===== config.mk =====
export PLATFORM = sky130hd
export DESIGN_NAME = i2c_status_flags
export DESIGN_NICKNAME = d
export VERILOG_FILES = /design/src/rtl/i2c_stat_pkg.sv /design/src/rtl/i2c_stat_ctrl.sv /design/src/rtl/i2c_stat_regs.sv /design/src/rtl/i2c_status_flags.sv
export SDC_FILE = /design/constraint.sdc
export NUM_CORES = 1
export LEC_CHECK = 0
export ABC_CLOCK_PERIOD_IN_PS = 950
export BUFFER_PORTS_ARGS = -buffer_cell sky130_fd_sc_hd__buf_4
export CAP_MARGIN = 15
export CELL_PAD_IN_SITES_DETAIL_PLACEMENT = 0
export CELL_PAD_IN_SITES_GLOBAL_PLACEMENT = 2
export CORE_ASPECT_RATIO = 0.7
export CORE_MARGIN = 4
export CORE_UTILIZATION = 18
export DETAILED_ROUTE_END_ITERATION = 10
export PLACE_DENSITY = 0.82
export SLEW_MARGIN = 40
export SYNTH_ARGS = -nofsm -noshare
export SYNTH_HDL_FRONTEND = slang
export SYNTH_SLANG_ARGS = --single-unit

===== constraint.sdc =====
create_clock -name clk -period 0.95 [get_ports clk]
set_input_delay 0.0475 -clock clk [delete_from_list [all_inputs] [get_ports clk]]
set_output_delay 0.0475 -clock clk [all_outputs]
set_load 0.02 [all_outputs]

===== src/rtl/i2c_stat_pkg.sv =====
package i2c_stat_pkg;
  localparam int WordW = 16;

  localparam int BitAck   = 15;
  localparam int BitTxing = 14;
  localparam int BitColl  = 10;
  localparam int BitGc    = 9;
  localparam int BitTen   = 8;
  localparam int BitWcol  = 7;
  localparam int BitOvf   = 6;
  localparam int BitData  = 5;
  localparam int BitStop  = 4;
  localparam int BitStart = 3;
  localparam int BitRxFul = 1;
  localparam int BitTxFul = 0;

  // Bits that hold a flag; all others read 0
  localparam logic [WordW-1:0] ImplMask = 16'b1100_0111_1111_1011;
  // Bits that software may clear
  localparam logic [WordW-1:0] SwClrMask = 16'b0000_0100_1100_0000;

  typedef struct packed {
    logic [WordW-1:0] setV;
    logic [WordW-1:0] clrV;
  } flagCmd_t;
endpackage


===== src/rtl/i2c_stat_ctrl.sv =====
module i2c_stat_ctrl
  import i2c_stat_pkg::*;
(
  input  logic             clk,
  input  logic             rstN,
  input  logic             evStart,
  input  logic             evRestart,
  input  logic             evStop,
  input  logic             evAddrMatch,
  input  logic             evGenCall,
  input  logic             ev10bitSecond,
  input  logic             evByteRcvd,
  input  logic             byteIsData,
  input  logic             evMstTxBegin,
  input  logic             evAckDone,
  input  logic             ackLevel,
  input  logic             evCollision,
  input  logic             evTxLoad,
  input  logic             swTxWrite,
  input  logic             swRxRead,
  input  logic [WordW-1:0] swClr,
  input  logic [WordW-1:0] curFlags,
  output flagCmd_t         cmd
);
  logic busy;
  logic anyStart;
  logic [WordW-1:0] swClrEff;

  assign busy     = curFlags[BitTxFul] | curFlags[BitTxing];
  assign anyStart = evStart | evRestart;
  assign swClrEff = swClr & SwClrMask;

  always_comb begin
    cmd = '0;
    // acknowledge status loads the sampled level
    cmd.setV[BitAck]   = evAckDone & ackLevel;
    cmd.clrV[BitAck]   = evAckDone & ~ackLevel;
    // transmit in progress
    cmd.setV[BitTxing] = evMstTxBegin;
    cmd.clrV[BitTxing] = evAckDone;
    // bus collision, sticky
    cmd.setV[BitColl]  = evCollision;
    cmd.clrV[BitColl]  = swClrEff[BitColl];
    // general call and 10-bit match, cleared by Stop
    cmd.setV[BitGc]    = evGenCall;
    cmd.clrV[BitGc]    = evStop;
    cmd.setV[BitTen]   = ev10bitSecond;
    cmd.clrV[BitTen]   = evStop;
    // write collision, sticky
    cmd.setV[BitWcol]  = swTxWrite & busy;
    cmd.clrV[BitWcol]  = swClrEff[BitWcol];
    // receive overflow, sticky
    cmd.setV[BitOvf]   = evByteRcvd & curFlags[BitRxFul] & ~swRxRead;
    cmd.clrV[BitOvf]   = swClrEff[BitOvf];
    // data / address
    cmd.setV[BitData]  = evByteRcvd & byteIsData;
    cmd.clrV[BitData]  = evAddrMatch;
    // Stop / Start seen
    cmd.setV[BitStop]  = evStop;
    cmd.clrV[BitStop]  = anyStart;
    cmd.setV[BitStart] = anyStart;
    cmd.clrV[BitStart] = evStop;
    // buffer occupancy
    cmd.setV[BitRxFul] = evByteRcvd;
    cmd.clrV[BitRxFul] = swRxRead;
    cmd.setV[BitTxFul] = swTxWrite & ~busy;
    cmd.clrV[BitTxFul] = evTxLoad;
  end

  // a busy write yields a write collision and is discarded
  p_wcol_discard_r6: assert property (@(posedge clk) disable iff (!rstN)
    (swTxWrite && busy && !evTxLoad) |=> (curFlags[BitWcol] && curFlags[BitTxFul] == $past(curFlags[BitTxFul])));

  // collision flag holds until its own clear strobe
  p_coll_sticky_r4: assert property (@(posedge clk) disable iff (!rstN)
    (curFlags[BitColl] && !swClr[BitColl]) |=> curFlags[BitColl]);

  // overflow holds until its own clear strobe
  p_ovf_sticky_r8: assert property (@(posedge clk) disable iff (!rstN)
    (curFlags[BitOvf] && !swClr[BitOvf]) |=> curFlags[BitOvf]);
endmodule


===== src/rtl/i2c_stat_regs.sv =====
module i2c_stat_regs
  import i2c_stat_pkg::*;
#(
  parameter logic [WordW-1:0] Impl = ImplMask
) (
  input  logic             clk,
  input  logic             rstN,
  input  flagCmd_t         cmd,
  output logic [WordW-1:0] flags
);
  for (genvar i = 0; i < WordW; i++) begin : g_bit
    if (Impl[i]) begin : g_flop
      logic q;
      always_ff @(posedge clk) begin
        if (!rstN)              q <= 1'b0;
        else if (cmd.setV[i])   q <= 1'b1;   // set wins
        else if (cmd.clrV[i])   q <= 1'b0;
      end
      assign flags[i] = q;

      // a set command always leaves the flag high
      p_set_wins_r12: assert property (@(posedge clk) disable iff (!rstN)
        cmd.setV[i] |=> flags[i]);
      // a lone clear command leaves the flag low
      p_clr_only_r12: assert property (@(posedge clk) disable iff (!rstN)
        (cmd.clrV[i] && !cmd.setV[i]) |=> !flags[i]);
    end else begin : g_zero
      assign flags[i] = 1'b0;
    end
  end
endmodule


===== src/rtl/i2c_status_flags.sv =====
module i2c_status_flags
  import i2c_stat_pkg::*;
(
  input  logic              clk,
  input  logic              rstN,
  input  logic              evStart,
  input  logic              evRestart,
  input  logic              evStop,
  input  logic              evAddrMatch,
  input  logic              evGenCall,
  input  logic              ev10bitSecond,
  input  logic              evByteRcvd,
  input  logic              byteIsData,
  input  logic              evMstTxBegin,
  input  logic              evAckDone,
  input  logic              ackLevel,
  input  logic              evCollision,
  input  logic              evTxLoad,
  input  logic              swTxWrite,
  input  logic              swRxRead,
  input  logic [WordW-1:0]  swClr,
  output logic [WordW-1:0]  statusWord
);
  flagCmd_t cmd;
  logic [WordW-1:0] flags;

  i2c_stat_ctrl u_ctrl (
    .clk(clk), .rstN(rstN),
    .evStart(evStart), .evRestart(evRestart), .evStop(evStop),
    .evAddrMatch(evAddrMatch), .evGenCall(evGenCall), .ev10bitSecond(ev10bitSecond),
    .evByteRcvd(evByteRcvd), .byteIsData(byteIsData),
    .evMstTxBegin(evMstTxBegin), .evAckDone(evAckDone), .ackLevel(ackLevel),
    .evCollision(evCollision), .evTxLoad(evTxLoad),
    .swTxWrite(swTxWrite), .swRxRead(swRxRead), .swClr(swClr),
    .curFlags(flags), .cmd(cmd)
  );

  i2c_stat_regs #(.Impl(ImplMask)) u_regs (
    .clk(clk), .rstN(rstN), .cmd(cmd), .flags(flags)
  );

  assign statusWord = flags;

  // acknowledge bit follows the sampled level
  p_ack_level_r2: assert property (@(posedge clk) disable iff (!rstN)
    evAckDone |=> (statusWord[BitAck] == $past(ackLevel)));

  // transmit in progress rises after a transmit begins
  p_txing_set_r3: assert property (@(posedge clk) disable iff (!rstN)
    evMstTxBegin |=> statusWord[BitTxing]);

  // a lone Stop shows Stop seen and clears Start seen
  p_stop_seen_r10: assert property (@(posedge clk) disable iff (!rstN)
    (evStop && !evStart && !evRestart) |=> (statusWord[BitStop] && !statusWord[BitStart]));

  // unused bits stay low
  p_unused_low_r1: assert property (@(posedge clk) disable iff (!rstN)
    (statusWord[13:11] == 3'b000) && !statusWord[2]);
endmodule


==> results.toml <==
[setup_path]
critPathTopFamily = "flip-flops"
path_max_fanout = 4
cpMaxStageDelayCell = "dfxtp_1"
path_class = "register to output port"
worstPathRequired_ns = 0.90
cp.arrival_ns = 0.80
critPathLaunchType = "register"
worst_setup_path_end_kind = "output port"
crit_chain = "buf_4"
worst-path-buf-inv = 1
rrSetupSlack_ns = 0.18
slowest_delay_ns = 0.40

[finish]
antennaDiodeCount = 0
fin_nets = 114
regMostFlops = "u_regs.g_bit.g_flop.q"
top_regs = "u_regs.g_bit.g_flop.q (12)"
fillers = 317
largest_reg_flops = 12
drive_gt1_share_pct = 46.84
area_delta_synth_final_pct = 36.46

[placement]
gp_congestion = 0.6131
io_buffer_count = 31
dp_slack_ns = 0.1930
place_hpwl_um = 967.7

[sta]
setup_violations = 0
timing.setup.tns_ns = 0
post-route-worst-setup-slack_ns = 0.09970
period_minus_slack_ns = 0.8503
period_share_pct = 89.51
slew_violations = 0
hold_viol = 0
rsz0062_at_grt = "false"
clock.fmax_mhz = 1176
finClkSkew_ns = 0.0002021

[drt]
drc_errors = 0
postRouteAntennaNets = 0
drtIter0Drc = 6
viasPerCell = 3.687
wl_per_cell_um = 10.53
dr_total_vias = 424
drt-total-wl_um = 1211
first_pass_iters = 2

[synthesis]
postSynthAreaPerCell_um2 = 9.880
ys_ff_latch = 12
synth_area_um2 = 573.1
synth_top_cell_by_area = "dfxtp_1"
synth.area.top_cells = "dfxtp_1 42%, buf_4 21%, nor2b_1 6.6%"
ys_seq_area_share_pct = 41.92
yosys_warnings = 0
synth_top_area_share_pct = 41.92
yosys.cell_types.count = 20
synthCells = 58

[flow_run]
timing.max_cap.violations = 0

[clock_network]
clkTransAtPathRegs_ns = 0.05
clock_tree.root_cell = "clkbuf_8"
clock_latency_ns = 0.24
clock_path_buffers = 2
cts_tree = "done"
cts_setup_buffers = 0
htreeDepth = 1
numCtsBuffers = 3
cts_sinks = 12

[global_routing]
grt_pass1_wl_um = 1842
grt_max_degree = 16
grt_pass1_vias = 402
grt.overflow.total = 0
grt_util_all_layers_pct = 6.064
antenna_found_initial = 0

[floorplan]
start_util_pct = 19.61
ios = 49
core_area_mm2 = 0.002923
fp.dieH_um = 55.21
dieArea_mm2 = 0.004165
die_w_um = 75.44
core.rowCount = 16

[min_path]
hold_path_class = "input port to register"

[power]
max-vdd-ir-drop_uv = 594.8
leakagePower_nw = 0.3652
powerDensity_mw_per_mm2 = 1584
finalPower_w = 0.001239

[status]
status = "complete, no violations"
[power breakdown]
part	internal, W	leakage, nW	switching (W)
clock	0.000278	0.0216	0.000172
sequential	0.000537	0.0997	0.0000195
combinational	0.000124	0.244	0.000109
[final cells by class]
| class | instances | area, µm² | area share (%) |
|---|---|---|---|
| timing repair buffer | 32 | 242.7 | 31.04 |
| clock buffer | 3 | 41.29 | 5.280 |
| multi-input combinational | 32 | 212.7 | 27.20 |
| sequential | 12 | 240.2 | 30.72 |
| tap | 36 | 45.04 | 5.760 |
[through the flow]
stage | cells | hold slack [ns] | cell area (µm²) | util [%]
finish | 115 | 0.01002 | 782.0 | 26.76
global route | 115 | 0.0007934 | 782.0 | 26.76
CTS | 115 | 0.002483 | 782.0 | 26.76
detailed placement | 111 | 0.2366 | 730.7 | 25.00
global placement | 111 | 0.2291 | 730.7 | 25.00
floorplan | 61 | 0.1363 | 584.3 | -
[final timing paths]
kind | from | end | cells after the start
worst max-delay path | u_regs.g_bit[14].g_flop.q$_SDFFE_PN0P_ | statusWord[14] | 1
worst min-delay path | evStart | u_regs.g_bit[4].g_flop.q$_SDFFE_PN0P_ | 2
worst max register to register | u_regs.g_bit[3].g_flop.q$_SDFFE_PN0P_ | u_regs.g_bit[3].g_flop.q$_SDFFE_PN0P_ | 2
worst min register to register | u_regs.g_bit[4].g_flop.q$_SDFFE_PN0P_ | u_regs.g_bit[4].g_flop.q$_SDFFE_PN0P_ | 2
[layout by cell type (no fill, tap or decap), types with 3 or more instances in the layout]
cell type  instances
nor2b_1            6
clkbuf_8           3
conb_1             4
buf_4             31
dfxtp_1           12
o21a_1             5
nand2_1            4
[repair_timing]
action | in CTS | in global routing
resized for setup | 0 | 0
hold buffers | 1 | 0
endpoints found under the hold margin | 1 | 0
[Yosys cell counts]
master    instances
conb_1            1
nand2_1           4
o31a_1            1
o21a_1            5
buf_6             1
nor2_1            1
o31ai_1           1
nor2b_1           6
nand2b_1          1
o22ai_2           1
and3b_1           1
a31o_1            1
o31ai_2           1
a21boi_0          1
and2b_1           1
nand3b_1          1
nand2_2           1
mux2i_1           1
dfxtp_1          12
buf_4            16
[per-layer routing]
layer  up-vias  global-route usage (%)  part of all wire (%)
li1        216                       -                     -
met1       182                   7.314                    42
met2        24                   8.610                    43
met3         2                   3.804                    13
met4         0                   2.244                   1.9
met5         -                       0                     0
[kinds of logic after synthesis]
family | after synthesis | synth area share, %
AO/OA/AOI/OAI | 11 | 16.60
buffers and inverters | 17 | 22.93
flip-flops | 12 | 41.92
multiplexers | 1 | 1.747
other | 1 | 0.6544
AND/OR/NAND/NOR | 16 | 16.16
Note: power is estimated with default switching activity, not from simulation.
